<file path="config.mk">
export PLATFORM = sky130hd
export DESIGN_NAME = dbuf_timer
export DESIGN_NICKNAME = d
export VERILOG_FILES = /design/src/rtl/dbuf_pkg.sv /design/src/rtl/dbuf_counter.sv /design/src/rtl/dbuf_slot.sv /design/src/rtl/dbuf_timer.sv
export SDC_FILE = /design/constraint.sdc
export NUM_CORES = 1
export LEC_CHECK = 0
export CELL_PAD_IN_SITES_DETAIL_PLACEMENT = 0
export CELL_PAD_IN_SITES_GLOBAL_PLACEMENT = 1
export CORE_MARGIN = 1.5
export CORE_UTILIZATION = 55
export CTS_BUF_LIST = sky130_fd_sc_hd__clkbuf_8
export DETAILED_ROUTE_END_ITERATION = 16
export DONT_BUFFER_PORTS = 1
export HOLD_SLACK_MARGIN = 0.06
export PLACE_DENSITY_LB_ADDON = 0.2
export RECOVER_POWER = 25
export SLEW_MARGIN = 20
export SYNTH_ARGS = -nofsm -noshare
export SYNTH_HDL_FRONTEND = slang
export SYNTH_SLANG_ARGS = --single-unit
</file>
<file path="constraint.sdc">
create_clock -name clk_i -period 4.85 [get_ports clk_i]
set_input_delay 0.7275 -clock clk_i [delete_from_list [all_inputs] [get_ports clk_i]]
set_output_delay 0.7275 -clock clk_i [all_outputs]
set_load 0.02 [all_outputs]
</file>
<file path="src/rtl/dbuf_pkg.sv">
`timescale 1ns/1ps
package dbuf_pkg;
  localparam int SLOT_PER  = 0;
  localparam int SLOT_PATT = 1;
  localparam int SLOT_CC0  = 2;
endpackage

</file>
<file path="src/rtl/dbuf_counter.sv">
`timescale 1ns/1ps
module dbuf_counter #(
  parameter int CNT_W = 16
) (
  input  logic             clk_i,
  input  logic             rst_ni,
  input  logic             dir_down_i,
  input  logic [CNT_W-1:0] per_i,
  output logic [CNT_W-1:0] cnt_o,
  output logic             evt_o
);
  logic [CNT_W-1:0] cnt_q;

  // >= so that a period lowered under the count wraps at once
  assign evt_o = dir_down_i ? (cnt_q == '0) : (cnt_q >= per_i);
  assign cnt_o = cnt_q;

  always_ff @(posedge clk_i or negedge rst_ni) begin
    if (!rst_ni)        cnt_q <= '0;
    else if (evt_o)     cnt_q <= dir_down_i ? per_i : '0;
    else if (dir_down_i) cnt_q <= cnt_q - 1'b1;
    else                cnt_q <= cnt_q + 1'b1;
  end

  p_up_wrap_r2: assert property (@(posedge clk_i) disable iff (!rst_ni)
    (!dir_down_i && cnt_q >= per_i) |=> cnt_q == '0);
  p_down_reload_r3: assert property (@(posedge clk_i) disable iff (!rst_ni)
    (dir_down_i && cnt_q == '0) |=> cnt_q == $past(per_i));
endmodule

</file>
<file path="src/rtl/dbuf_slot.sv">
`timescale 1ns/1ps
module dbuf_slot #(
  parameter int W = 16
) (
  input  logic         clk_i,
  input  logic         rst_ni,
  input  logic [W-1:0] rst_val_i,
  input  logic         wr_hit_i,
  input  logic         wr_buf_i,
  input  logic [W-1:0] wr_data_i,
  input  logic         clr_hit_i,
  input  logic         busy_i,
  input  logic         upd_evt_i,
  input  logic         lupd_i,
  input  logic         sw_upd_i,
  input  logic         flow_i,
  output logic [W-1:0] act_o,
  output logic         valid_o,
  output logic         rd_ok_o,
  output logic         err_o
);
  logic [W-1:0] act_q, buf_q;
  logic         valid_q, clr_pend_q;
  logic         conflict, wr_ok, copy;

  assign conflict = valid_q & busy_i;
  assign wr_ok    = wr_hit_i & ~conflict;
  assign err_o    = wr_hit_i & conflict;
  assign copy     = valid_q & (sw_upd_i | (~lupd_i & (upd_evt_i | flow_i)));
  assign act_o    = act_q;
  assign valid_o  = valid_q;
  assign rd_ok_o  = ~conflict;

  always_ff @(posedge clk_i or negedge rst_ni) begin
    if (!rst_ni) begin
      act_q      <= rst_val_i;
      buf_q      <= '0;
      valid_q    <= 1'b0;
      clr_pend_q <= 1'b0;
    end else begin
      if (copy) begin
        act_q   <= buf_q;
        valid_q <= 1'b0;
      end
      if (clr_hit_i && clr_pend_q) valid_q <= 1'b0;
      if (wr_ok) begin
        if (wr_buf_i) begin
          buf_q   <= wr_data_i;
          valid_q <= 1'b1;
        end else begin
          act_q <= wr_data_i;
        end
      end
      clr_pend_q <= clr_hit_i;
    end
  end

  p_buf_wr_r4: assert property (@(posedge clk_i) disable iff (!rst_ni)
    (wr_ok && wr_buf_i) |=> (valid_q && buf_q == $past(wr_data_i)));
  p_hw_copy_r5: assert property (@(posedge clk_i) disable iff (!rst_ni)
    (valid_q && upd_evt_i && !lupd_i && !wr_ok) |=> (!valid_q && act_q == $past(buf_q)));
  p_lock_hold_r6: assert property (@(posedge clk_i) disable iff (!rst_ni)
    (valid_q && lupd_i && !sw_upd_i && !wr_hit_i && !clr_hit_i) |=> (valid_q && $stable(act_q)));
  p_sw_copy_r7: assert property (@(posedge clk_i) disable iff (!rst_ni)
    (valid_q && sw_upd_i && !wr_ok) |=> act_q == $past(buf_q));
  p_one_clear_r8: assert property (@(posedge clk_i) disable iff (!rst_ni)
    (valid_q && clr_hit_i && !clr_pend_q && !copy) |=> valid_q);
  p_reject_r9: assert property (@(posedge clk_i) disable iff (!rst_ni)
    err_o |=> $stable(buf_q));
endmodule

</file>
<file path="src/rtl/dbuf_timer.sv">
`timescale 1ns/1ps
module dbuf_timer #(
  parameter int          CNT_W   = 16,
  parameter int          NUM_CC  = 2,
  parameter int unsigned RST_PER = 15,
  localparam int         NSLOT   = 2 + NUM_CC,
  localparam int         SEL_W   = $clog2(NSLOT)
) (
  input  logic                    clk_i,
  input  logic                    rst_ni,
  input  logic                    dir_down_i,
  input  logic                    freq_mode_i,
  input  logic                    lupd_i,
  input  logic                    sw_update_i,
  input  logic [NSLOT-1:0]        sync_busy_i,
  input  logic                    wr_en_i,
  input  logic [SEL_W-1:0]        wr_sel_i,
  input  logic                    wr_buf_i,
  input  logic [CNT_W-1:0]        wr_data_i,
  input  logic                    vclr_en_i,
  input  logic [SEL_W-1:0]        vclr_sel_i,
  output logic [CNT_W-1:0]        cnt_o,
  output logic [CNT_W-1:0]        per_o,
  output logic [CNT_W-1:0]        patt_o,
  output logic [NUM_CC*CNT_W-1:0] cc_o,
  output logic [NSLOT-1:0]        bufv_o,
  output logic [NSLOT-1:0]        rd_ok_o,
  output logic                    acc_err_o,
  output logic [NUM_CC-1:0]       cmp_o,
  output logic                    ovf_o
);
  import dbuf_pkg::*;

  logic [CNT_W-1:0] act [NSLOT];
  logic [NSLOT-1:0] err;
  logic             upd_evt;

  dbuf_counter #(.CNT_W(CNT_W)) i_cnt (
    .clk_i      (clk_i),
    .rst_ni     (rst_ni),
    .dir_down_i (dir_down_i),
    .per_i      (act[SLOT_PER]),
    .cnt_o      (cnt_o),
    .evt_o      (upd_evt)
  );

  for (genvar k = 0; k < NSLOT; k++) begin : g_slot
    localparam logic [CNT_W-1:0] RV = (k == SLOT_PER) ? CNT_W'(RST_PER) : '0;
    logic flow;
    if (k == SLOT_PER) begin : g_flow
      assign flow = dir_down_i & freq_mode_i;
    end else begin : g_noflow
      assign flow = 1'b0;
    end
    dbuf_slot #(.W(CNT_W)) i_slot (
      .clk_i     (clk_i),
      .rst_ni    (rst_ni),
      .rst_val_i (RV),
      .wr_hit_i  (wr_en_i && (wr_sel_i == SEL_W'(k))),
      .wr_buf_i  (wr_buf_i),
      .wr_data_i (wr_data_i),
      .clr_hit_i (vclr_en_i && (vclr_sel_i == SEL_W'(k))),
      .busy_i    (sync_busy_i[k]),
      .upd_evt_i (upd_evt),
      .lupd_i    (lupd_i),
      .sw_upd_i  (sw_update_i),
      .flow_i    (flow),
      .act_o     (act[k]),
      .valid_o   (bufv_o[k]),
      .rd_ok_o   (rd_ok_o[k]),
      .err_o     (err[k])
    );
  end

  for (genvar i = 0; i < NUM_CC; i++) begin : g_cc
    assign cc_o[i*CNT_W +: CNT_W] = act[SLOT_CC0+i];
    assign cmp_o[i] = (cnt_o == act[SLOT_CC0+i]);
  end

  assign per_o     = act[SLOT_PER];
  assign patt_o    = act[SLOT_PATT];
  assign acc_err_o = |err;
  assign ovf_o     = upd_evt;

  p_flow_r10: assert property (@(posedge clk_i) disable iff (!rst_ni)
    (dir_down_i && freq_mode_i && !lupd_i && bufv_o[SLOT_PER] &&
     !(wr_en_i && wr_sel_i == SEL_W'(SLOT_PER))) |=> !bufv_o[SLOT_PER]);
  p_err_pulse_r9: assert property (@(posedge clk_i) disable iff (!rst_ni)
    acc_err_o |-> (wr_en_i && !rd_ok_o[wr_sel_i]));
endmodule

</file>
Yosys cells after proc, flatten, opt, wreduce, memory -nomap -nowiden
Index checks and enable logic that the tools add are counted.

Output and inout bits: 92. Input bits: 33. Register bits: 152.

Multiplexer cells: 32. Equal/unequal tests: 8. $add $sub $neg: 2. Bitwise operators: 27. Magnitude comparators: 1. Reduce and logical (&&, ||, !) cells: 20.

Operators by type and width (number): $mux W16 (15); $eq A16 B16 Y1 (2); $and A1 B1 Y1 (19); $mux W1 (17); $add A16 B1 Y16 const B (1); $ge A16 B16 Y1 (1); $logic_not A16 Y1 (1); $sub A16 B1 Y16 const B (1); $logic_and A1 B1 Y1 (12); $eq A2 B2 Y1 const B (4); $reduce_and A2 Y1 (4); $not A1 Y1 (5); $eq A2 B1 Y1 const B (2); $logic_not A2 Y1 (2); $reduce_or A4 Y1 (1); $or A1 B1 Y1 (3).

Logic depth before layout (Yosys ltp)
Gate-level depths: netlist (run 1).

Depth after elaboration: 10. Mapped depth: 13.

Least setup slack after synthesis (run 1)
OpenSTA, ideal clock, no wires.

Path kind: flip-flop to output port. Start point: register i_cnt.cnt_q[0], in the netlist i_cnt.cnt_o[0]. End point: output ovf_o. Buffers on the path: 2. Cell stages (with the launch flop): 12. Setup slack: 1.677 ns. Arrival: 2.445 ns. Cell sequence: dfrtp_1 > clkbuf_1 > inv_1 > ha_1 > nand2b_1 > a21o_1 > a211o_1 > a211oi_2 > o21ai_2 > nand2_1 > inv_1 > clkbuf_1.

Cells in the longest elaborated chain, start to end: 2.

Ends and longest elaborated chain: from (decl) (RTL line dbuf_counter.sv:12) `logic [CNT_W-1:0] cnt_q;`; from (signal assigned) (RTL line dbuf_counter.sv:20) `else if (evt_o) cnt_q <= dir_down_i ? per_i : '0;`; from (signal assigned) (RTL line dbuf_counter.sv:21) `else if (dir_down_i) cnt_q <= cnt_q - 1'b1;`; from (signal assigned) (RTL line dbuf_counter.sv:22) `else cnt_q <= cnt_q + 1'b1;`; $ge A16 B16 Y1 or $logic_not A16 Y1 (tied branches) (RTL line dbuf_counter.sv:15) `assign evt_o = dir_down_i ? (cnt_q == '0) : (cnt_q >= per_i);`; $mux W1 (*) (RTL line dbuf_counter.sv:15); to (decl) (RTL line dbuf_timer.sv:30) `output logic ovf_o`.

Mark *: on every way between the ends. The rest lies on a longest branch, timed or not.

Worst setup path in the final report (run 1)
Ends and elaborated chain as after synthesis.

==> flow_summary.yaml, run 1 <==
outcome:
  outcome: "finished, violations left"
  violations: "capacitance limit, slew limit"
global_route:
  grt_max_degree: 149
  grt_pass1_wl_mm: 35.5
  antenna_found_initial: 0
  grt_pass1_vias: 6053
  grt_usage_pct: 30.0
  grt.overflow.total: 0
setup_path:
  r2r_end: "g_slot[1].i_slot.valid_o"
  critPathMaxStageDelay_ns: 0.78
  critPathMostFrequentCell: "inv_1"
  critical_path_class: "flop to output port"
  crit_required_ns: 4.12
  worstPathCellList: "inv_1, ha_1, nand2b_1, a21o_1, a211o_1, a211oi_2, o21ai_2, nand2_1, inv_1"
  crit_start: "i_cnt.cnt_o[0]"
  reg2reg_slack_ns: 0.93
  arrival_ns: 3.66
  start_kind: "flop"
  r2r-start: "i_cnt.cnt_o[0]"
  endpoint: "ovf_o"
  end_kind: "output port"
  path_max_fanout: 24
  cpMaxStageDelayCell: "inv_1"
  rr_worst_depth: 11
routing:
  dr.pass1.iters: 5
  drcViolationCount: 0
  routedWlPerCell_um: 21.8
  drt_iter0_markers: 558
  wl_mm: 22.6
  drtAntennaViolNets: 0
  vias_per_cell: 5.97
  detailroute.via_count: 6164
floorplan:
  dieWidth_um: 124
  die_h_um: 124
  placementRows: 44
  initial_core_util_pct: 56.1
  die-area_sq_um: 15500
  fp.coreArea_sq_um: 14500
  boundaryPins: 125
logic_synthesis:
  synth_cells: 869
  synth.top_cell.area_share_pct: 45.6
  synth_top_flop_cell: "dfrtp_1"
  synth_most_common_cell: "nand2_1"
  netlist_top_cells_area: "dfrtp_1 (46%), nand2_1 (9.1%), mux2i_1 (6.0%), ha_1 (4.6%), xnor2_1 (3.8%)"
  syn-cell-area_sq_um: 8120
  synth_edf_count: 0
  yosys_warnings: 0
  yosysTopAreaCell: "dfrtp_1"
  ys_async_sr_fraction_pct: 100
  seq_area_frac_synth_pct: 46.9
  ys_top_cells_by_count: "nand2_1 (197), dfrtp_1 (148), a21oi_1 (61), nor2_1 (60), mux2i_1 (49)"
  synth_area_per_cell_sq_um: 9.34
  synth_fp_nets: 933
  synth_cell_types: 58
  synth-seq-cells: 152
pwr:
  peakVddDrop_mv: 0.206
  p_total_mw: 5.09
  power_density_nw_per_um2: 601
  power_switching_mw: 2.26
  pwr-share-seq_pct: 50.1
  swShare_pct: 44.5
  power.share.clock_pct: 17.2
  p_leak_nw: 4.13
  p_int_mw: 2.82
  pwr-share-comb_pct: 32.7
place:
  pre_cts_ws_ns: 1.09
  io_buffer_count: 0
  gp_congestion: 0.893
  dp.final_hpwl_mm: 15.7
  place_area_sq_um: 8110
  dp.cells: 1000
clock_tree:
  clk_latency_ns: 0.47
  cts_resized: 0
  postCtsSetupBuffers: 0
  root_buffer: "clkbuf_8"
  cts.sinks: 152
  hold_buffers: 1
  clk_pin_slew_ns: 0.08
  numCtsBuffers: 17
  htreeDepth: 4
  clockBufferDepth: 2
  cts_tree: "yes"
layout:
  final_util_pct: 58.5
  antenna_cells: 0
  final_area_sq_um: 8470
  area_delta_synth_final_pct: 4.35
  final_layout_size_suffix_gt1_share_pct: 8.60
  nNetsFinal: 900
  final_cells: 1033
run:
  cap_violations: 1
sta:
  min_period_ns: 4.39
  fin_setup_tns_ns: 0
  hold_viol: 0
  setup_viol: 0
  fin_crit_sh_pct: 90.5
  worst_pin_slew_ns: 3.72
  layout_setup_ws_ns: 0.459
  slew_headroom_pct: -148
  worst_hold_slack_ns: 0.0968
  skew_ns: 0.00941
  rsz0062_at_grt: "false"
  slew_violations: 149
  timing.fmax_ghz: 0.228
hold_path:
  min_path_type: "input port to async pin"
==> cell families after synthesis <==
logic type | Yosys count | share of synthesized area, %
compound gates | 167 | 13.4
xor+xnor | 41 | 4.42
fa+ha+maj | 31 | 4.87
buf+inv | 88 | 4.99
flops | 152 | 46.9
mux | 66 | 8.54
simple gates | 324 | 16.9
==> worst min path at each step <==
| stage | start | to |
|---|---|---|
| after floorplan | rst_ni | g_slot[0].i_slot.act_o[10] |
| after global placement | rst_ni | i_cnt.cnt_o[6] |
| after detailed placement | rst_ni | i_cnt.cnt_o[6] |
| after CTS | rst_ni | g_slot[0].i_slot.act_o[2] |
| after global routing | rst_ni | g_slot[0].i_slot.act_o[3] |
| final | rst_ni | g_slot[0].i_slot.act_o[2] |
==> power groups by stage <==
stage | Sequential (mW) | Clock, mW | Combinational, mW
after floorplan | 2.34 | 0 | 1.34
after global placement | 2.56 | 0 | 1.55
after detailed placement | 2.58 | 0 | 1.62
after CTS | 2.55 | 0.895 | 1.65
after global routing | 2.59 | 0.942 | 1.87
final | 2.55 | 0.875 | 1.66
==> layout make-up <==
type | instances | area [sq um]
fill | 1303 | 6010
multi-input combinational | 629 | 3920
sequential | 152 | 3810
clock buffer | 20 | 275
tap | 184 | 230
inverter | 28 | 105
clock inverter | 12 | 76.3
timing repair buffer | 8 | 57.6
==> routing by layer <==
metal / vias to the layer above / share of wire, % / track usage [%] / wire, um
li1: 2873 / - / - / -
met1: 3023 / 43 / 40.3 / 9660
met3: 32 / 8.4 / 9.24 / 1890
met4: 0 / 2.1 / 9.87 / 481
met2: 236 / 47 / 46.5 / 10500
met5: - / 0 / 0 / 0
==> placed cells by master (no fill, tap or decap), drive strengths merged, types with 3 or more instances in the layout <==
| cell type | n |
|---|---|
| nand2 | 197 |
| dfrtp | 148 |
| a21oi | 61 |
| nor2 | 61 |
| mux2i | 49 |
| o21ai | 47 |
| xnor2 | 35 |
| inv | 31 |
| ha | 30 |
| clkbuf | 21 |
| nand3 | 18 |
| o21a | 18 |
| mux2 | 16 |
| a21o | 11 |
| nand4 | 9 |
| nor3 | 8 |
| nor2b | 7 |
| buf | 7 |
| clkinv | 7 |
| xor2 | 6 |
| nor4 | 6 |
| and3 | 4 |
| o31ai | 4 |
| a31o | 4 |
| dfstp | 4 |
| a211oi | 4 |
| nand2b | 3 |
| a32oi | 3 |
| nor3b | 3 |
==> worst max-delay path: cells and delay by family, from the launching register on <==
kind	cells	cell delay, ns
fa+ha+maj	1	0.30
flops	1	0.62
compound gates	4	0.85
simple gates	2	0.50
buf+inv	2	0.93
==> state kept, by name, summed over array words and instances (netlist names) <==
name                      cells
g_slot.i_slot.act_o          64
g_slot.i_slot.buf_q          64
g_slot.i_slot.clr_pend_q      4
g_slot.i_slot.valid_o         4
i_cnt.cnt_o                  16
(Power assumes the default switching activity.)
==> run 2, diff against run 1 <==
--- a/config.mk
+++ b/config.mk
@@ -12,6 +12,7 @@
 export CTS_BUF_LIST = sky130_fd_sc_hd__clkbuf_8
 export DETAILED_ROUTE_END_ITERATION = 16
 export DONT_BUFFER_PORTS = 1
+export GPL_TIMING_DRIVEN = 0
 export HOLD_SLACK_MARGIN = 0.06
 export PLACE_DENSITY_LB_ADDON = 0.2
 export RECOVER_POWER = 25
==> flow_summary.yaml, run 2 (synthesis gave the netlist of run 1 again) <==
floorplan:
  die-area_sq_um: 15500
  boundaryPins: 125
  dieWidth_um: 124
  fp.coreArea_sq_um: 14500
  die_h_um: 124
  initial_core_util_pct: 56.1
  placementRows: 44
layout:
  layout.cells.most_common: "nand2_1"
  final_cells: 1086
  nNetsFinal: 953
  final_cell_mix: "nand2_1 (197), dfrtp_1 (148), a21oi_1 (61), nor2_1 (60), mux2i_1 (49)"
  final-seq-area_sq_um: 3810
  multi_input_area_sq_um: 3900
  final_util_pct: 60.5
  area_delta_synth_final_pct: 7.88
  final_area_sq_um: 8760
  antenna_cells: 0
  final.fill_count: 1250
  final_layout_size_suffix_gt1_share_pct: 8.98
sta:
  fin_crit_sh_pct: 91.2
  rsz0062_at_grt: "false"
  hold_viol: 0
  skew_ns: 0.0110
  min_period_ns: 4.42
  slew_headroom_pct: -147
  slew_violations: 149
  worst_hold_slack_ns: 0.101
  layout_setup_ws_ns: 0.426
  fin_setup_tns_ns: 0
  worst_pin_slew_ns: 3.70
  timing.fmax_ghz: 0.226
  setup_viol: 0
outcome:
  violations: "capacitance limit, slew limit"
  outcome: "finished, violations left"
routing:
  drcViolationCount: 0
  detailroute.via_count: 6508
  dr.pass1.iters: 5
  wl_mm: 22.9
  routedWlPerCell_um: 21.1
  vias_per_cell: 5.99
  drtAntennaViolNets: 0
  drt_iter0_markers: 553
clock_tree:
  cts_tree: "yes"
  clk_pin_slew_ns: 0.08
  clockBufferDepth: 2
  root_buffer: "clkbuf_8"
  numCtsBuffers: 17
  clk_latency_ns: 0.46
  cts.sinks: 152
  postCtsSetupBuffers: 0
  htreeDepth: 4
setup_path:
  rr_worst_depth: 12
  arrival_ns: 3.70
  crit_required_ns: 4.12
  end_kind: "output port"
  reg2reg_slack_ns: 1.15
  start_kind: "flop"
  path_max_fanout: 10
  critical_path_class: "flop to output port"
global_route:
  grt.overflow.total: 0
  grt_max_degree: 149
  grt_pass1_vias: 6469
  antenna_found_initial: 0
  grt_pass1_wl_mm: 36.0
  grt_usage_pct: 30.3
pwr:
  p_total_mw: 5.24
  peakVddDrop_mv: 0.213
  power_density_nw_per_um2: 599
  p_leak_nw: 4.23
place:
  gp_congestion: 0.855
  pre_cts_ws_ns: 1.00
  io_buffer_count: 0
  place_area_sq_um: 8350
  dp.cells: 1053
  dp.final_hpwl_mm: 16.4
hold_path:
  min_path_type: "input port to async pin"
run:
  cap_violations: 1
-- run 2: worst paths after layout --
check	start	to
setup / recovery	i_cnt.cnt_o[0]	ovf_o
hold / removal	rst_ni	g_slot[0].i_slot.act_o[1]
setup reg to reg	i_cnt.cnt_o[0]	g_slot[2].i_slot.act_o[5]
hold reg to reg	g_slot[0].i_slot.buf_q[3]	g_slot[0].i_slot.buf_q[3]
max in group asynchronous	rst_ni	g_slot[1].i_slot.buf_q[15]
min in group clk_i	vclr_sel_i[0]	g_slot[2].i_slot.clr_pend_q
-- run 2: critical path, stage by stage, from the launching register on --
cell      delay [ns]
dfrtp_1         0.46
clkbuf_1        0.47
inv_1           0.17
ha_1            0.31
nand2b_1        0.10
a21o_1          0.11
a211o_1         0.14
a211oi_2        0.08
o21ai_2         0.52
nand2_1         0.13
inv_1           0.25
clkbuf_1        0.48
-- run 2: final cells by class --
class,instances,area share (%)
multi-input combinational,629,44.6
clock buffer,17,2.67
tap,184,2.63
buffer,60,3.43
sequential,152,43.5
clock inverter,15,1.94
inverter,28,1.20
timing repair buffer,1,0.0572
-- run 2: metal layers --
metal,track usage (%),wire (um),vias to the layer above
li1,-,-,2999
met1,41.1,9840,3214
met2,47.5,10700,252
met3,6.83,1660,43
met4,12.0,688,0
met5,0,0,-
-- run 2: report_power, final --
| group | switching, mW | total (mW) | internal, mW |
|---|---|---|---|
| Combinational | 0.904 | 1.69 | 0.782 |
| Sequential | 0.916 | 2.57 | 1.66 |
| Clock | 0.517 | 0.985 | 0.468 |
-- run 2: repair_timing --
action | 4_1_cts | 5_1_grt
hold buffers | 1 | 0
endpoints found under the hold margin | 148 | 0
gates resized for setup | 0 | 0
